[config.mk]
export PLATFORM = sky130hd
export DESIGN_NAME = rtc_cal_divider
export DESIGN_NICKNAME = d
export VERILOG_FILES = /design/src/rtl/rtc_cal_pkg.sv /design/src/rtl/rtc_prescaler.sv /design/src/rtl/rtc_sec_stage.sv /design/src/rtl/rtc_cal_sched.sv /design/src/rtl/rtc_ft_gen.sv /design/src/rtl/rtc_cal_divider.sv
export SDC_FILE = /design/constraint.sdc
export NUM_CORES = 1
export LEC_CHECK = 0
export BUFFER_PORTS_ARGS = -buffer_cell sky130_fd_sc_hd__buf_2
export CORE_ASPECT_RATIO = 1.75
export CORE_MARGIN = 2
export CORE_UTILIZATION = 49
export CTS_CLUSTER_SIZE = 40
export DETAILED_ROUTE_END_ITERATION = 8
export PLACE_DENSITY = 0.66
export SETUP_SLACK_MARGIN = 0.02
export SLEW_MARGIN = 40
export SYNTH_ARGS = -nofsm -noshare
export SYNTH_HDL_FRONTEND = slang
export SYNTH_SLANG_ARGS = --single-unit
[constraint.sdc]
create_clock -name clk -period 6.2 [get_ports clk]
set_input_delay 0.93 -clock clk [delete_from_list [all_inputs] [get_ports clk]]
set_output_delay 0.93 -clock clk [all_outputs]
set_load 0.1 [all_outputs]
[src/rtl/rtc_cal_pkg.sv]
package rtc_cal_pkg;
  // Kind of adjustment applied to the second now in progress
  typedef enum logic [1:0] {
    ADJ_NONE  = 2'd0,
    ADJ_ADD   = 2'd1,
    ADJ_BLANK = 2'd2
  } adj_e;
endpackage

[src/rtl/rtc_prescaler.sv]
// Low divider stage: a tap every 2^PRE_W cycles, or every 1.5 * 2^PRE_W cycles when stretched
module rtc_prescaler #(
  parameter int PRE_W = 8
) (
  input  logic clk,
  input  logic rst,
  input  logic stretch,
  output logic tap
);
  localparam int CW = PRE_W + 1;
  localparam logic [CW-1:0] LIM_NORM = CW'((1 << PRE_W) - 1);
  localparam logic [CW-1:0] LIM_LONG = CW'((1 << PRE_W) + (1 << (PRE_W - 1)) - 1);

  logic [CW-1:0] cnt;

  assign tap = (cnt == (stretch ? LIM_LONG : LIM_NORM));

  always_ff @(posedge clk) begin
    if (rst)      cnt <= '0;
    else if (tap) cnt <= '0;
    else          cnt <= cnt + 1'b1;
  end
endmodule

[src/rtl/rtc_sec_stage.sv]
// High divider stage: counts taps to one second; a doubled step drops one tap
module rtc_sec_stage #(
  parameter int HI_W = 7
) (
  input  logic clk,
  input  logic rst,
  input  logic tap,
  input  logic dbl,
  output logic first,
  output logic sec_end
);
  logic [HI_W-1:0] hi;
  logic [HI_W:0]   nxt;

  assign nxt     = {1'b0, hi} + (dbl ? (HI_W+1)'(2) : (HI_W+1)'(1));
  assign first   = (hi == '0);
  assign sec_end = tap && nxt[HI_W];

  always_ff @(posedge clk) begin
    if (rst)          hi <= '0;
    else if (sec_end) hi <= '0;
    else if (tap)     hi <= nxt[HI_W-1:0];
  end
endmodule

[src/rtl/rtc_cal_sched.sv]
// Seconds and minute-of-cycle counts, trim latch and the adjustment decision
module rtc_cal_sched
  import rtc_cal_pkg::*;
#(
  parameter int CAL_W = 5,
  parameter int SPM   = 60,
  parameter int MPC   = 64
) (
  input  logic                                 clk,
  input  logic                                 rst,
  input  logic                                 sec_end,
  input  logic [CAL_W-1:0]                     cal_mag,
  input  logic                                 cal_pos,
  output adj_e                                 adj,
  output logic [((SPM > 1) ? $clog2(SPM) : 1)-1:0] sec_idx,
  output logic                                 min_last,
  output logic [CAL_W-1:0]                     mag_q,
  output logic                                 pos_q
);
  localparam int SEC_W = (SPM > 1) ? $clog2(SPM) : 1;
  localparam int MIN_W = $clog2(MPC);
  localparam logic [31:0] MAX_ADJ = 32'(MPC - 2);

  logic [MIN_W-1:0] min_idx;
  logic [CAL_W:0]   two_n;
  logic             elig;

  assign two_n    = {mag_q, 1'b0};
  assign min_last = (sec_idx == SEC_W'(SPM - 1));
  assign elig     = (sec_idx == '0) && (32'(min_idx) < 32'(two_n)) && (32'(min_idx) < MAX_ADJ);
  assign adj      = !elig ? ADJ_NONE : (pos_q ? ADJ_ADD : ADJ_BLANK);

  always_ff @(posedge clk) begin
    if (rst) begin
      sec_idx <= '0;
      min_idx <= '0;
      mag_q   <= cal_mag;
      pos_q   <= cal_pos;
    end else if (sec_end) begin
      mag_q <= cal_mag;
      pos_q <= cal_pos;
      if (min_last) begin
        sec_idx <= '0;
        min_idx <= (min_idx == MIN_W'(MPC - 1)) ? '0 : min_idx + 1'b1;
      end else begin
        sec_idx <= sec_idx + 1'b1;
      end
    end
  end
endmodule

[src/rtl/rtc_ft_gen.sv]
// Free-running test-wave divider, untouched by trim
module rtc_ft_gen #(
  parameter int FT_W = 6
) (
  input  logic clk,
  input  logic rst,
  output logic sq
);
  logic [FT_W-1:0] cnt;

  assign sq = cnt[FT_W-1];

  always_ff @(posedge clk) begin
    if (rst) cnt <= '0;
    else     cnt <= cnt + 1'b1;
  end
endmodule

[src/rtl/rtc_cal_divider.sv]
module rtc_cal_divider
  import rtc_cal_pkg::*;
#(
  parameter int PRE_W = 8,
  parameter int HI_W  = 7,
  parameter int CAL_W = 5,
  parameter int SPM   = 60,
  parameter int MPC   = 64
) (
  input  logic             clk,
  input  logic             rst,
  input  logic [CAL_W-1:0] cal_mag,
  input  logic             cal_pos,
  input  logic             ft_en,
  output logic             sec_tick,
  output logic             min_tick,
  output logic             ft_out
);
  localparam int FT_W  = PRE_W - 2;
  localparam int SEC_W = (SPM > 1) ? $clog2(SPM) : 1;

  logic             tap, first, sec_end, stretch, dbl, sq, min_last, pos_q;
  logic [CAL_W-1:0] mag_q;
  logic [SEC_W-1:0] sec_idx;
  adj_e             adj;

  assign stretch = (adj == ADJ_BLANK) && first;
  assign dbl     = (adj == ADJ_ADD) && first;

  rtc_prescaler #(.PRE_W(PRE_W)) u_pre (
    .clk(clk), .rst(rst), .stretch(stretch), .tap(tap)
  );

  rtc_sec_stage #(.HI_W(HI_W)) u_hi (
    .clk(clk), .rst(rst), .tap(tap), .dbl(dbl), .first(first), .sec_end(sec_end)
  );

  rtc_cal_sched #(.CAL_W(CAL_W), .SPM(SPM), .MPC(MPC)) u_sched (
    .clk(clk), .rst(rst), .sec_end(sec_end), .cal_mag(cal_mag), .cal_pos(cal_pos),
    .adj(adj), .sec_idx(sec_idx), .min_last(min_last), .mag_q(mag_q), .pos_q(pos_q)
  );

  rtc_ft_gen #(.FT_W(FT_W)) u_ft (
    .clk(clk), .rst(rst), .sq(sq)
  );

  always_ff @(posedge clk) begin
    if (rst) begin
      sec_tick <= 1'b0;
      min_tick <= 1'b0;
      ft_out   <= 1'b0;
    end else begin
      sec_tick <= sec_end;
      min_tick <= sec_end && min_last;
      ft_out   <= ft_en ? sq : sec_idx[0];
    end
  end
endmodule

==> flow_summary.html <==
<table>
<tr><th>Metric</th><th>Value</th></tr>
<tr><th colspan="2">Status</th></tr>
<tr><td>Outcome</td><td>finished, final reports clean</td></tr>
<tr><th colspan="2">Run</th></tr>
<tr><td>Total of max-cap violations</td><td>0</td></tr>
<tr><th colspan="2">Critical path</th></tr>
<tr><td>Most prevalent standard cell on the critical path</td><td>a21oi_1</td></tr>
<tr><td>Kind of start point of the critical path</td><td>flop</td></tr>
<tr><td>Start-to-end type of the worst setup path</td><td>flop to flop</td></tr>
<tr><td>Top delay family on crit path</td><td>compound AO/OA/AOI/OAI gates</td></tr>
<tr><td>Crit path largest cell delay</td><td>between 0.6 and 0.7 ns</td></tr>
<tr><td>CP cell instances</td><td>ha_1, a21oi_1, o21ai_0, and2_0, or4b_1, inv_1, ha_1, a21oi_1, nor3_4, a21oi_1, inv_1</td></tr>
<tr><td>Critical-path top delay cell</td><td>a21oi_1</td></tr>
<tr><td>Combined buffer and inverter count along the critical path</td><td>2</td></tr>
<tr><td>Reg2reg path depth</td><td>11</td></tr>
<tr><td>Worst Path Required</td><td>6.17 ns</td></tr>
<tr><td>Data arrival time of the critical path</td><td>3.80 ns</td></tr>
<tr><td>FF-to-FF Start</td><td>u_sched.min_idx[3]</td></tr>
<tr><td>Capturing point of the worst reg2reg path</td><td>u_sched.mag_q[2]</td></tr>
<tr><td>Minimum setup slack among reg-to-reg paths</td><td>2.37 ns</td></tr>
<tr><td>Critical Path Fanout Max</td><td>12</td></tr>
<tr><td>Critical path capture point type</td><td>flop</td></tr>
<tr><th colspan="2">Timing</th></tr>
<tr><td>Worst-margin pin slew</td><td>between 0.8 and 0.9 ns</td></tr>
<tr><td>FMAX</td><td>0.2611 GHz</td></tr>
<tr><td>Worst-case clock skew</td><td>0.005908 ns</td></tr>
<tr><td>Setup total negative slack</td><td>0 ns</td></tr>
<tr><td>Portion of the clock cycle consumed by the worst path in the final layout</td><td>61.78%</td></tr>
<tr><td>Fin crit period</td><td>3.831 ns</td></tr>
<tr><td>Pins over their slew limit</td><td>0</td></tr>
<tr><td>RSZ-0062 raised after global routing</td><td>false</td></tr>
<tr><td>Number of endpoints with negative hold slack in the final report</td><td>0</td></tr>
<tr><td>Slew HR</td><td>44.28%</td></tr>
<tr><td>Final-report setup violation count</td><td>0</td></tr>
<tr><th colspan="2">Place</th></tr>
<tr><td>Final weighted congestion of routability-driven global placement</td><td>0.8867</td></tr>
<tr><td>Cell area after placement</td><td>~2200 um2</td></tr>
<tr><td>Post-detailed-placement half-perimeter wirelength</td><td>between 2000 and 3000 um</td></tr>
<tr><td>Cell Count Post-Placement</td><td>280</td></tr>
<tr><td>Count of buffers from port buffering</td><td>11</td></tr>
<tr><th colspan="2">Clocking</th></tr>
<tr><td>Number of buffers created by CTS</td><td>5</td></tr>
<tr><td>Post-CTS setup buffer count</td><td>0</td></tr>
<tr><td>Master cell of the clock root buffer</td><td>clkbuf_8</td></tr>
<tr><td>CTS sink cnt</td><td>43</td></tr>
<tr><td>Clock-pin transition on the worst setup and hold timing paths</td><td>0.08 ns</td></tr>
<tr><td>Latest clock arrival within the worst-skew pair</td><td>0.29 ns</td></tr>
<tr><td>Post_cts resized</td><td>0</td></tr>
<tr><td>Htree depth</td><td>2</td></tr>
<tr><td>Clock tree from TritonCTS</td><td>yes</td></tr>
<tr><td>Largest buffer count on any clock path</td><td>2</td></tr>
<tr><td>Cts hold-fix bufs</td><td>0</td></tr>
<tr><th colspan="2">Finish</th></tr>
<tr><td>Total of fill cells in the finished design</td><td>roughly 400</td></tr>
<tr><td>Layout area overhead</td><td>9.608%</td></tr>
<tr><td>Fraction of final layout cells sized beyond drive strength 1</td><td>14.23%</td></tr>
<tr><td>Net count of the finished layout</td><td>259</td></tr>
<tr><td>Antenna cell count</td><td>0</td></tr>
<tr><td>Area occupied by multi-input gates</td><td>1154 um2</td></tr>
<tr><td>Area used by sequential logic in the layout</td><td>920.9 um2</td></tr>
<tr><td>Final design area excluding fillers</td><td>2341 um2</td></tr>
<tr><td>Non-Filler Instances</td><td>288</td></tr>
<tr><th colspan="2">Synth</th></tr>
<tr><td>Gate count of the mapped netlist</td><td>225</td></tr>
<tr><td>Number of flops mapped to enable cells by yosys</td><td>6</td></tr>
<tr><td>Cells taking the most area after synthesis</td><td>dfxtp_1 35%, edfxtp_1 8.4%, ha_1 6.4%, nand2_1 3.9%, nor2_1 3.7%</td></tr>
<tr><td>Mapped cell area</td><td>about 2100 um2</td></tr>
<tr><td>Register bit total from synthesis</td><td>between 40 and 50</td></tr>
<tr><td>Count leader, synth</td><td>dfxtp_1</td></tr>
<tr><td>Async set-or-reset flop fraction in the synthesized netlist</td><td>0%</td></tr>
<tr><td>Synth warnings</td><td>0</td></tr>
<tr><td>Yosys top cell area share</td><td>34.68%</td></tr>
<tr><td>Sequential cell area fraction in the yosys report</td><td>43.12%</td></tr>
<tr><td>Cell variety after synth</td><td>47</td></tr>
<tr><td>Top cell type by total area after synthesis</td><td>dfxtp_1</td></tr>
<tr><td>Post-synthesis average cell area</td><td>about 9.5 um2</td></tr>
<tr><td>Most used DFF post-synth</td><td>dfxtp_1</td></tr>
<tr><td>Most frequent cells after synthesis</td><td>37 x dfxtp_1, 22 x nand2_1, 21 x nor2_1, 14 x a21oi_1, 13 x nand3_1</td></tr>
<tr><td>Number of nets in the synthesized netlist</td><td>246</td></tr>
<tr><th colspan="2">Floorplan</th></tr>
<tr><td>Core Footprint</td><td>4150 um2</td></tr>
<tr><td>I/O pin total</td><td>12</td></tr>
<tr><td>Number of cell rows</td><td>31</td></tr>
<tr><td>Chip height</td><td>around 90 um</td></tr>
<tr><td>Effective utilization at floorplan</td><td>between 50% and 60%</td></tr>
<tr><td>DIE WIDTH</td><td>53.91 um</td></tr>
<tr><td>Die Outline Area</td><td>about 4900 um2</td></tr>
<tr><th colspan="2">Detailed routing</th></tr>
<tr><td>Detailed-route via count</td><td>1,608</td></tr>
<tr><td>First-iteration detailed-routing DRC count</td><td>44</td></tr>
<tr><td>Drt pass-1 iters</td><td>4</td></tr>
<tr><td>Post-detailed-route via-to-cell ratio</td><td>5.583</td></tr>
<tr><td>Routed wirelength normalized by instance count</td><td>roughly 14 um</td></tr>
<tr><td>Final wirelength</td><td>3910 um</td></tr>
<tr><td>DRT antenna net count</td><td>0</td></tr>
<tr><td>Remaining routing DRC violations</td><td>0</td></tr>
<tr><th colspan="2">Power and ir drop</th></tr>
<tr><td>Worst supply voltage drop on vdd</td><td>slightly above 0.2 mV</td></tr>
<tr><td>Static leakage power</td><td>between 0.9 and 1 nW</td></tr>
<tr><td>Power Dens Cells</td><td>223.1 nW/um2</td></tr>
<tr><th colspan="2">Global route</th></tr>
<tr><td>Overall global routing resource usage</td><td>18.39%</td></tr>
<tr><td>Number of global-route vias before repair</td><td>1,537</td></tr>
<tr><td>Pin count of the biggest net entering global routing</td><td>35</td></tr>
<tr><td>Gr ovfl total</td><td>0</td></tr>
<tr><td>First-pass GRT wire length</td><td>6686 um</td></tr>
<tr><td>Antenna violations before repair</td><td>0</td></tr>
<tr><th colspan="2">Worst hold path</th></tr>
<tr><td>HP Class</td><td>flop to flop</td></tr>
<tr><td>Terminating pin of the worst hold path</td><td>u_ft.cnt[0]</td></tr>
<tr><td>Instance count along the most critical hold path</td><td>1</td></tr>
<tr><td>Startpoint of the tightest hold check path</td><td>u_ft.cnt[0]</td></tr>
</table>
==> layout make-up <==
type | instances | area share, %
Clock inverter | 1 | 0.2138
Clock buffer | 7 | 4.596
Inverter | 10 | 1.603
Tap cell | 49 | 2.619
Sequential cell | 43 | 39.34
Multi-Input combinational cell | 167 | 49.28
Timing Repair Buffer | 11 | 2.352
==> worst max path at each step <==
stage	from	end	slack [ns]	cells after the start
finish	u_sched.min_idx[3]	u_sched.mag_q[2]	2.37	11
global route	u_sched.min_idx[3]	u_sched.mag_q[1]	2.08	11
CTS	u_sched.min_idx[3]	u_sched.mag_q[2]	2.38	11
detailed placement	u_sched.min_idx[3]	u_sched.mag_q[3]	2.41	11
global placement	u_sched.min_idx[3]	u_sched.mag_q[2]	2.53	11
floorplan	u_sched.min_idx[3]	u_sched.mag_q[0]	2.97	12
==> power breakdown <==
part | switching (mW) | internal, mW
clock | 0.0906 | 0.114
sequential | 0.00413 | 0.289
combinational | 0.0139 | 0.0106
total | 0.109 | 0.414
==> cells in the final DEF (no fill, tap or decap), types with 3 or more instances in the layout <==
master    synthesis  routed
xor2_1            6       6
nor2b_1           6       6
clkbuf_8          0       6
buf_2             1      11
nand3_1          13      13
nand4_1           6       6
xnor2_1           5       5
o21ai_0           6       6
edfxtp_1          6       6
and3_1            4       4
nor2_1           21      21
a21oi_1          14      14
mux2i_1           6       6
or3_1             4       4
nor3_1            6       6
ha_1             11      11
nand2b_1          3       3
dfxtp_1          37      37
inv_1            10      10
nand2_1          22      22
==> layer usage <==
metal	part of all wire, %	up-vias	wire, um	GRT usage [%]
li1	-	825	-	-
met1	41	750	1589	19.34
met2	54	25	2109	32.52
met3	3.2	8	126	3.618
met4	2.2	0	85	8.974
met5	0	-	0	0
==> through the flow <==
stage / util (%) / total power [mW] / worst slack (ns) / hold WS [ns]
floorplan: - / 0.3179 / 2.968 / 0.4176
global placement: 53.69 / 0.3238 / 2.526 / 0.4387
detailed placement: 53.69 / 0.3246 / 2.409 / 0.4489
CTS: 56.41 / 0.5299 / 2.382 / 0.4668
global route: 56.41 / 0.5434 / 2.085 / 0.4986
finish: 56.41 / 0.5223 / 2.369 / 0.4528
==> sequential cells by signal, summed over array words and instances, names as in the netlist <==
name / cells
min_tick: 1
ft_out: 1
u_sched.min_idx: 6
u_sched.sec_idx: 6
u_ft.cnt: 6
u_sched.pos_q: 1
sec_tick: 1
u_pre.cnt: 9
u_sched.mag_q: 5
u_hi.hi: 7
==> cells by family after synthesis <==
group | Yosys count | synth area share [%]
compound gates | 29 | 9.432
mux | 9 | 4.511
buf+inv | 15 | 2.871
fa+ha+maj | 12 | 7.381
xor+xnor | 11 | 4.511
simple gates | 106 | 28.18
flops | 43 | 43.12
Power figures use the tool's default switching activity.
